===== src/rtl/cabist_pkg.sv =====
package cabist_pkg;

    // Controller phases of one self-test run
    typedef enum logic [2:0] {
        ST_IDLE    = 3'd0,
        ST_SHIFT   = 3'd1,
        ST_CAPTURE = 3'd2,
        ST_UNLOAD  = 3'd3,
        ST_DONE    = 3'd4
    } bist_state_e;

endpackage


===== src/rtl/cabist_ca_gen.sv =====
module cabist_ca_gen #(
    parameter int               WIDTH   = 7,
    parameter logic [WIDTH-1:0] RULE150 = 7'b0100001,
    parameter logic [WIDTH-1:0] SEED    = 7'b0000001
) (
    input  logic             clk,
    input  logic             rst_n,
    input  logic             load,
    input  logic             step,
    output logic [WIDTH-1:0] state
);

    logic [WIDTH-1:0] state_d, state_q;
    logic [WIDTH-1:0] evolve;
    logic [WIDTH+1:0] padded;

    // Null boundary: zero cells on both sides of the array
    assign padded = {1'b0, state_q, 1'b0};

    for (genvar c = 0; c < WIDTH; c++) begin : g_cell
        // padded[c] is the neighbour below, padded[c+2] the neighbour above
        assign evolve[c] = padded[c] ^ padded[c+2] ^ (RULE150[c] & state_q[c]);
    end

    always_comb begin
        state_d = state_q;
        if (load) begin
            state_d = SEED;
        end else if (step) begin
            state_d = evolve;
        end
    end

    always_ff @(posedge clk or negedge rst_n) begin
        if (!rst_n) begin
            state_q <= SEED;
        end else begin
            state_q <= state_d;
        end
    end

    assign state = state_q;

    AST_CA_NONZERO: assert property (@(posedge clk) disable iff (!rst_n)
        state_q != '0);

    AST_CA_STEP_MOVES: assert property (@(posedge clk) disable iff (!rst_n)
        (step && !load) |=> state_q != $past(state_q));

endmodule


===== src/rtl/cabist_misr.sv =====
module cabist_misr #(
    parameter int               WIDTH = 7,
    parameter logic [WIDTH-1:0] POLY  = 7'b0000011
) (
    input  logic             clk,
    input  logic             rst_n,
    input  logic             clear,
    input  logic             step,
    input  logic [WIDTH-1:0] din,
    output logic [WIDTH-1:0] sig
);

    logic [WIDTH-1:0] sig_d, sig_q;
    logic [WIDTH-1:0] folded;
    logic             msb;

    assign msb = sig_q[WIDTH-1];

    // Cell 0 takes the feedback directly, higher cells take their lower neighbour
    assign folded[0] = (msb & POLY[0]) ^ din[0];
    for (genvar c = 1; c < WIDTH; c++) begin : g_cell
        assign folded[c] = sig_q[c-1] ^ (msb & POLY[c]) ^ din[c];
    end

    always_comb begin
        sig_d = sig_q;
        if (clear) begin
            sig_d = '0;
        end else if (step) begin
            sig_d = folded;
        end
    end

    always_ff @(posedge clk or negedge rst_n) begin
        if (!rst_n) begin
            sig_q <= '0;
        end else begin
            sig_q <= sig_d;
        end
    end

    assign sig = sig_q;

    AST_MISR_CLEARED: assert property (@(posedge clk) disable iff (!rst_n)
        clear |=> sig_q == '0);

endmodule


===== src/rtl/cabist_ctrl.sv =====
module cabist_ctrl
    import cabist_pkg::*;
#(
    parameter int CHAIN_LEN = 64,
    parameter int PATTERNS  = 1024
) (
    input  logic clk,
    input  logic rst_n,
    input  logic start,
    output logic seed_load,
    output logic scan_en,
    output logic done
);

    localparam int LEN_W = (CHAIN_LEN > 1) ? $clog2(CHAIN_LEN) : 1;
    localparam int PAT_W = (PATTERNS > 1) ? $clog2(PATTERNS) : 1;
    localparam logic [LEN_W-1:0] LAST_BIT = LEN_W'(CHAIN_LEN - 1);
    localparam logic [PAT_W-1:0] LAST_PAT = PAT_W'(PATTERNS - 1);

    typedef struct packed {
        bist_state_e      state;
        logic [LEN_W-1:0] bit_cnt;
        logic [PAT_W-1:0] pat_cnt;
    } ctrl_reg_t;

    ctrl_reg_t r_d, r_q;
    logic      accept;

    assign accept = start && (r_q.state == ST_IDLE || r_q.state == ST_DONE);

    always_comb begin
        r_d = r_q;
        case (r_q.state)
            ST_IDLE, ST_DONE: begin
                if (accept) begin
                    r_d.state   = ST_SHIFT;
                    r_d.bit_cnt = '0;
                    r_d.pat_cnt = '0;
                end
            end
            ST_SHIFT: begin
                if (r_q.bit_cnt == LAST_BIT) begin
                    r_d.bit_cnt = '0;
                    r_d.state   = ST_CAPTURE;
                end else begin
                    r_d.bit_cnt = r_q.bit_cnt + LEN_W'(1);
                end
            end
            ST_CAPTURE: begin
                if (r_q.pat_cnt == LAST_PAT) begin
                    r_d.state = ST_UNLOAD;
                end else begin
                    r_d.pat_cnt = r_q.pat_cnt + PAT_W'(1);
                    r_d.state   = ST_SHIFT;
                end
            end
            ST_UNLOAD: begin
                if (r_q.bit_cnt == LAST_BIT) begin
                    r_d.bit_cnt = '0;
                    r_d.state   = ST_DONE;
                end else begin
                    r_d.bit_cnt = r_q.bit_cnt + LEN_W'(1);
                end
            end
            default: r_d.state = ST_IDLE;
        endcase
    end

    always_ff @(posedge clk or negedge rst_n) begin
        if (!rst_n) begin
            r_q <= '{state: ST_IDLE, bit_cnt: '0, pat_cnt: '0};
        end else begin
            r_q <= r_d;
        end
    end

    assign seed_load = accept;
    assign scan_en   = (r_q.state == ST_SHIFT) || (r_q.state == ST_UNLOAD);
    assign done      = (r_q.state == ST_DONE);

    AST_CAPTURE_AFTER_FILL: assert property (@(posedge clk) disable iff (!rst_n)
        (r_q.state == ST_SHIFT && r_q.bit_cnt == LAST_BIT) |=> !scan_en);

    AST_DONE_AFTER_UNLOAD: assert property (@(posedge clk) disable iff (!rst_n)
        $rose(done) |-> $past(r_q.state) == ST_UNLOAD);

    AST_DONE_HELD: assert property (@(posedge clk) disable iff (!rst_n)
        (done && !start) |=> done);

    AST_START_IGNORED: assert property (@(posedge clk) disable iff (!rst_n)
        (r_q.state == ST_SHIFT && start && r_q.bit_cnt != LAST_BIT)
        |=> (r_q.state == ST_SHIFT && r_q.bit_cnt == $past(r_q.bit_cnt) + LEN_W'(1)));

endmodule


===== src/rtl/cabist_engine.sv =====
module cabist_engine #(
    parameter int                  N_CHAINS  = 7,
    parameter int                  CHAIN_LEN = 64,
    parameter int                  PATTERNS  = 1024,
    parameter logic [N_CHAINS-1:0] RULE150   = 7'b0100001,
    parameter logic [N_CHAINS-1:0] MISR_POLY = 7'b0000011,
    parameter logic [N_CHAINS-1:0] CA_SEED   = 7'b0000001
) (
    input  logic                clk,
    input  logic                rst_n,
    input  logic                start,
    input  logic [N_CHAINS-1:0] expected_sig,
    input  logic [N_CHAINS-1:0] chain_so,
    output logic [N_CHAINS-1:0] chain_si,
    output logic                scan_en,
    output logic                done,
    output logic                pass,
    output logic [N_CHAINS-1:0] signature
);

    logic seed_load;

    cabist_ctrl #(
        .CHAIN_LEN (CHAIN_LEN),
        .PATTERNS  (PATTERNS)
    ) u_ctrl (
        .clk       (clk),
        .rst_n     (rst_n),
        .start     (start),
        .seed_load (seed_load),
        .scan_en   (scan_en),
        .done      (done)
    );

    cabist_ca_gen #(
        .WIDTH   (N_CHAINS),
        .RULE150 (RULE150),
        .SEED    (CA_SEED)
    ) u_ca (
        .clk   (clk),
        .rst_n (rst_n),
        .load  (seed_load),
        .step  (scan_en),
        .state (chain_si)
    );

    cabist_misr #(
        .WIDTH (N_CHAINS),
        .POLY  (MISR_POLY)
    ) u_misr (
        .clk   (clk),
        .rst_n (rst_n),
        .clear (seed_load),
        .step  (scan_en),
        .din   (chain_so),
        .sig   (signature)
    );

    assign pass = done && (signature == expected_sig);

    AST_CAPTURE_HOLDS: assert property (@(posedge clk) disable iff (!rst_n)
        (!scan_en && !seed_load) |=> ($stable(chain_si) && $stable(signature)));

    AST_SIG_FROZEN: assert property (@(posedge clk) disable iff (!rst_n)
        (done && !start) |=> $stable(signature));

    AST_PASS_STEADY: assert property (@(posedge clk) disable iff (!rst_n)
        ($past(done) && done && $stable(expected_sig)) |-> pass == $past(pass));

    AST_PASS_NEEDS_DONE: assert property (@(posedge clk) disable iff (!rst_n)
        scan_en |-> !pass);

endmodule


===== config.mk =====
export PLATFORM = sky130hd
export DESIGN_NAME = cabist_engine
export DESIGN_NICKNAME = d
export VERILOG_FILES = /design/src/rtl/cabist_pkg.sv /design/src/rtl/cabist_ca_gen.sv /design/src/rtl/cabist_misr.sv /design/src/rtl/cabist_ctrl.sv /design/src/rtl/cabist_engine.sv
export SDC_FILE = /design/constraint.sdc
export NUM_CORES = 1
export LEC_CHECK = 0
export BUFFER_PORTS_ARGS = -buffer_cell sky130_fd_sc_hd__buf_2
export CAP_MARGIN = 25
export CORE_MARGIN = 3
export CORE_UTILIZATION = 36
export CTS_BUF_LIST = sky130_fd_sc_hd__clkbuf_4
export CTS_CLUSTER_SIZE = 20
export DETAILED_ROUTE_END_ITERATION = 6
export PLACE_DENSITY_LB_ADDON = 0.15
export SLEW_MARGIN = 20
export SYNTH_ARGS = -nofsm -noshare
export SYNTH_HDL_FRONTEND = slang
export SYNTH_SLANG_ARGS = --single-unit

===== constraint.sdc =====
create_clock -name clk -period 2.7 [get_ports clk]
set_input_delay 0.27 -clock clk [delete_from_list [all_inputs] [get_ports clk]]
set_output_delay 0.27 -clock clk [all_outputs]
set_load 0.01 [all_outputs]

## After elaboration in Yosys (flattened, before gate mapping)

Cells that the tools add are included.

- Word-level logic and storage cells: 59
- Flip-flop bits (word level): 33

- Reductions and logical operators: 13
- Bitwise operators: 15
- Equal/unequal tests: 11
- Muxes and demuxes: 13
- $add $sub $neg: 2

Operator list:

| kind | number |
|---|---|
| 7-bit 2-to-1 mux | 4 |
| 10-bit one-hot mux with 2 select lines | 1 |
| 19-bit 2-to-1 mux | 1 |
| 1-bit XOR | 15 |
| 3-bit one-hot mux with 4 select lines | 1 |
| 6-bit one-hot mux with 2 select lines | 1 |
| 10-bit by 1-bit adder with 10-bit output, second input constant | 1 |
| 10-bit equality test, second input constant | 1 |
| 10-bit 2-to-1 mux | 1 |
| 7-bit equality test | 1 |
| 6-bit by 1-bit adder with 6-bit output, second input constant | 1 |
| 3-bit by 2-bit equality test with 1-bit output, second input constant | 2 |
| 6-bit equality test, second input constant | 1 |
| 3-bit 2-to-1 mux | 2 |
| 6-bit 2-to-1 mux | 1 |
| 3-bit AND reduction | 2 |
| 2-bit nonzero test | 3 |
| 2-bit by 1-bit != test with 1-bit output, second input constant | 2 |
| 2-bit != test, second input constant | 2 |
| 2-bit OR reduction | 2 |
| 3-bit by 1-bit equality test with 1-bit output, second input constant | 1 |
| 3-bit equality test, second input constant | 1 |
| 3-bit logical NOT | 1 |
| 1-bit logical AND | 2 |
| other kinds (3) | 4 |

## Longest topological paths before layout

- Depth after elaboration: 5
- Gate-level depth with buffers: 5
- Depth with buffers taken out: 5

## Hierarchy

Synthesis repeated with hierarchy kept, for this count alone.

- Cell total of the unflattened synthesis: 174
- Area total of the unflattened synthesis: 1773.0 um2

Modules (own cells, without submodules):

| module | times used | cells an instance | area an instance (um2) |
|---|---|---|---|
| cabist_ctrl | 1 | 105 | 1024.7 |
| cabist_misr | 1 | 29 | 337.8 |
| cabist_ca_gen | 1 | 30 | 332.8 |
| cabist_engine | 1 | 10 | 77.6 |

## Worst setup path before layout

No wires, ideal clock.

- Path type: register to register
- From: reg u_ctrl.r_q[17] in the netlist's numbering
- To: reg u_ctrl.r_q[5] in the netlist's numbering
- Setup time: 0.134 ns
- Data arrival time: 1.482 ns
- Stages on the path, launching flop included: 6
- Buffers on the path: 1
- Data required time: 2.566 ns
- Path slack: 1.083 ns
- Period minus slack after synthesis: 1.617 ns
- Path through: dfrtp_1 -> or3b_1 -> buf_6 -> or3_4 -> o211ai_2 -> o31ai_2

- Word-level cells in the longest chain between the ends: 5
- Elaborated cells between the ends (all ways): 11
- Those cells by class: eq/ne: 4; mux: 1; reduce/logical: 6

RTL lines:

| item | line | RTL |
|---|---|---|
| start, declared | cabist_ctrl.sv:26 | `ctrl_reg_t r_d, r_q;` |
| start signal, assigned | cabist_ctrl.sv:71 | `r_q <= '{state: ST_IDLE, bit_cnt: '0, pat_cnt: '0};` |
| start signal, assigned | cabist_ctrl.sv:73 | `r_q <= r_d;` |
| 3-bit equality test or 3-bit logical NOT (tied branches) | cabist_ctrl.sv:29, cabist_ctrl.sv:33 |  |
| 1-bit logical OR | cabist_ctrl.sv:29 | `assign accept = start && (r_q.state == ST_IDLE \|\| r_q.state == ST_DONE);` |
| 1-bit logical AND | cabist_ctrl.sv:29 |  |
| 2-bit != test (no source line) | - |  |
| 3-bit AND reduction (no source line) | - |  |

Parallel ways exist; a longest one is shown, timed or not.
A chain may end at the register's enable or synchronous reset.

## Final worst setup path

- From: reg u_ctrl.r_q[0] in the netlist's numbering
- To: reg u_ctrl.r_q[2] in the netlist's numbering

- Word-level cells in the longest chain between the ends: 3
- Elaborated cells between the ends (all ways): 6
- Those cells by class: add/sub: 1; eq/ne: 2; mux: 2; reduce/logical: 1

RTL lines:

| item | line |
|---|---|
| 10-bit by 1-bit adder with 10-bit output or 10-bit equality test (tied branches) | cabist_ctrl.sv:53, cabist_ctrl.sv:50 |
| 10-bit 2-to-1 mux or 2-bit != test (tied branches) | - |
| 10-bit one-hot mux with 2 select lines or 3-bit AND reduction (tied branches) | - |

Parallel ways exist; a longest one is shown, timed or not. The select of a mux whose other input is x is not followed.

==> summary.md <==
| Metric | Value |
|---|---|
| Sequential area share after synthesis | `47.8%` |
| Critical path type | `register to register` |
| Post-Synth Adder-Cell Area | `1.45%` |
| Maximum VDD drop | `0.342 mV` |
| Synthesis-stage register bit count | `33` |
| Number of I/O pins | `34` |
| CP peak stage delay | `560 ps` |
| Initial DRC count | `107` |
| Clk pwr share | `19.2%` |
| Initial antenna violation count | `0` |
| Avg Cell Area, Syn | `9.71 um^2` |
| Setup violators final | `0` |
| First-pass GRT wire length | `6240 um` |
| ANT nets after route | `0` |
| Worst hold path class | `input pin to register` |
| Max frequency | `0.537 GHz` |
| Mapped cell area | `1730 um^2` |
| Later-pin clock latency in the skew report | `340 ps` |
| All-Layer GR Usage | `14.4%` |
| Main synth FF type | `dfrtp_1` |
| # DRC | `0` |
| Routability Congestion | `0.748` |
| Clock skew | `9.96 ps` |
| Outcome | `complete, no violations` |
| RSZ-0062 raised after global routing | `no` |
| Post-synthesis mux area share | `0.579%` |
| Largest net degree at the start of global routing | `34` |
| Row count | `24` |
| Setup crit start kind | `register` |
| Post-Place Cells | `261` |
| Die height | `75.3 um` |
| Power per cell area | `1160 nW/um^2` |
| Synth Area in XOR/XNOR | `11.6%` |
| Slew HR | `50.2%` |
| Post-detail-place hpwl | `2680 um` |
| Final Critical Period | `1860 ps` |
| Simple-Gate Fraction of Synth Area | `21.9%` |
| Hold Fails Final Rpt | `0` |
| Slowest cell on the critical path | `nor3_2` |
| CP Cell Sequence | `ha_1 -> nand4_1 -> nor3_2 -> o211ai_1 -> o31ai_1` |
| Setup TNS | `0 ps` |
| Max Slew Vio Count | `0` |
| DRT Pass-1 Iters | `4` |
| Area contributors post-synth | `dfrtp_1 (46%), xnor2_1 (9.6%), o21ai_0 (6.9%), nand3_1 (5.5%), nand2_1 (3.5%)` |
| Clock slew at reported path FFs | `110 ps` |
| Comb power frac | `39.1%` |
| Area Overhead vs Synth | `19.6%` |
| NumNets Final | `236` |
| Drt via density | `5.43` |
| Share of the synthesized area in the top cell type | `46.3%` |
| CTS Sinks | `33` |
| Post-synth EDFFs | `0` |
| Unique cell type count in the Yosys netlist | `37` |
| CTS buffer count | `5` |
| Critical-path maximum fanout | `8` |
| Routed WL | `3740 um` |
| Synth Area in Compound Gates | `14.4%` |
| Crit end category | `register` |
| CP required | `2950 ps` |
| Via count | `1466` |
| ANT cells | `0` |
| Reg power frac | `41.7%` |
| Die area | `5670 um^2` |
| WL/cell | `13.8 um` |
| Port bufs | `33` |
| Share of cells above drive strength 1 | `22.9%` |
| CTS root buf | `clkbuf_4` |
| Post-synthesis cell count | `178` |
| Leakage | `0.000890 uW` |
| Non-Filler Instances | `270` |
| Fraction of power spent switching nets | `39.0%` |
| H-tree Lvls | `2` |
| Vias in the first global route | `1406` |
| Largest family of logic cells by synthesized area | `simple AND/OR/NAND/NOR gates` |
| Final Cycle Share | `69.0%` |
| Max cap viols | `0` |
| Initial cell density of the core | `38.4%` |
| Sw Pwr | `935 uW` |
| Crit path max-delay family | `simple AND/OR/NAND/NOR gates` |
| Synth area leader | `dfrtp_1` |
| Die width | `75.3 um` |
| Core Area | `4500 um^2` |
| Internal | `1460 uW` |
| Async S/R FF share, synth | `100%` |
| Mapped Nets | `197` |
| Slew @ Worst Pin | `746 ps` |
| Grt ovf | `0` |
| YS warnings | `0` |
| Critical Path AT | `2110 ps` |
| Worst path buffer plus inverter count | `0` |
| Clk buf depth | `2` |
| CTS tree | `done` |
[kinds of logic after synthesis]
logic type,count (synthesis)
and+or+nand+nor,70
AOI/OAI and AO/OA,41
DFF,33
xor gates and xnor gates,23
buffers and inverters,8
adders and majority gates,2
muxes,1
[metrics by stage]
| step | worst slack [ps] | power [uW] | util [%] | hold slack [ps] | area (um^2) |
|---|---|---|---|---|---|
| floorplan | 1080 | 1630 | - | -25.6 | 1730 |
| global placement | 958 | 1900 | 43.4 | 369 | 1960 |
| detailed placement | 874 | 1960 | 43.4 | 381 | 1960 |
| CTS | 833 | 2430 | 45.9 | 132 | 2070 |
| global route | 620 | 2620 | 45.9 | 145 | 2070 |
| finish | 837 | 2400 | 45.9 | 150 | 2070 |
[worst register-to-register path, delay by kind of cell (launching register included)]
kind	cells	cell delay, ps
AO/OA/AOI/OAI	2	290
adder cells (fa/ha/maj)	1	240
flip-flops	1	440
AND/OR/NAND/NOR	2	810
[final cells by class]
class / count / area, um^2
inverters: 3 / 11.3
repair buffers: 37 / 198
flip-flops and latches: 33 / 827
clock buffers: 5 / 37.5
fillers: 447 / 2440
well taps: 52 / 65.1
clock inverters: 3 / 65.1
multi-input cells: 137 / 865
[sequential cells by signal, indices dropped and copies added (netlist names)]
name and count:
u_ctrl.r_q 19, u_misr.sig 7, u_ca.state 7
[synthesized netlist by cell type (all sizes together) (2+ instances only)]
master and count:
nor3b 2, xnor2 19, ha 2, inv 2, or3 3, nand2b 3, o31ai 4, o21ai 24
nand3 19, a31oi 3, nor3 3, o211ai 3, dfrtp 32, xor2 4, a21oi 4, nand4 4
clkbuf 3, nor2 10, nor4 3, nand2 16, and3 4, buf 2
[placed cells by master (no fill, tap or decap), types with 2 or more instances in the layout]
master,Yosys,final
o211ai_1,2,2
xnor2_1,19,19
o21ai_0,24,24
inv_1,2,2
nand3_1,19,19
xor2_1,4,4
or3_1,2,2
nand2_1,16,16
nand4_1,4,4
buf_4,0,3
o31ai_1,3,3
dfrtp_1,32,32
ha_1,2,2
and3_1,4,4
bufinv_16,0,2
nor2_1,10,10
nor3b_1,2,2
buf_2,0,33
nor3_1,2,2
nor4_1,2,2
a31oi_1,3,3
a21oi_1,4,4
nand2b_1,3,3
clkbuf_4,0,5
[repair_timing]
item	in CTS	in global routing
hold buffers	1	0
setup buffers	0	0
gates resized for setup	0	0
endpoints found under the hold margin	10	0
[metal layers]
metal	share of wire [%]	track usage, %
met2	47	23.6
met4	1.8	6.21
met1	46	17.9
met5	0	0
met3	5.1	3.69
[power by group through the flow]
stage	clock, uW	sequential, uW	combinational (uW)
2_1_floorplan	0	1010	620
3_3_place_gp	0	994	910
3_5_place_dp	0	1010	947
4_1_cts	473	1000	953
5_1_grt	492	1040	1080
6_report	461	999	939
[worst paths after layout]
check / from / end / slack, ps / cells after the start
min in group asynchronous: rst_n / u_ca.state[3]$_DFFE_PN0P_ / 520 / 2
worst min-delay path: start / u_ctrl.r_q[18]$_DFFE_PN0P_ / 150 / 2
worst max-delay path: u_ctrl.r_q[0]$_DFFE_PN0P_ / u_ctrl.r_q[2]$_DFFE_PN0P_ / 840 / 5
worst max register to register: u_ctrl.r_q[0]$_DFFE_PN0P_ / u_ctrl.r_q[2]$_DFFE_PN0P_ / 840 / 5
max in group asynchronous: rst_n / u_misr.sig[5]$_DFFE_PN0P_ / 1690 / 2
worst min register to register: u_ctrl.r_q[12]$_DFFE_PN0P_ / u_ctrl.r_q[12]$_DFFE_PN0P_ / 510 / 1
No activity file was read; power rests on OpenSTA's default activity.
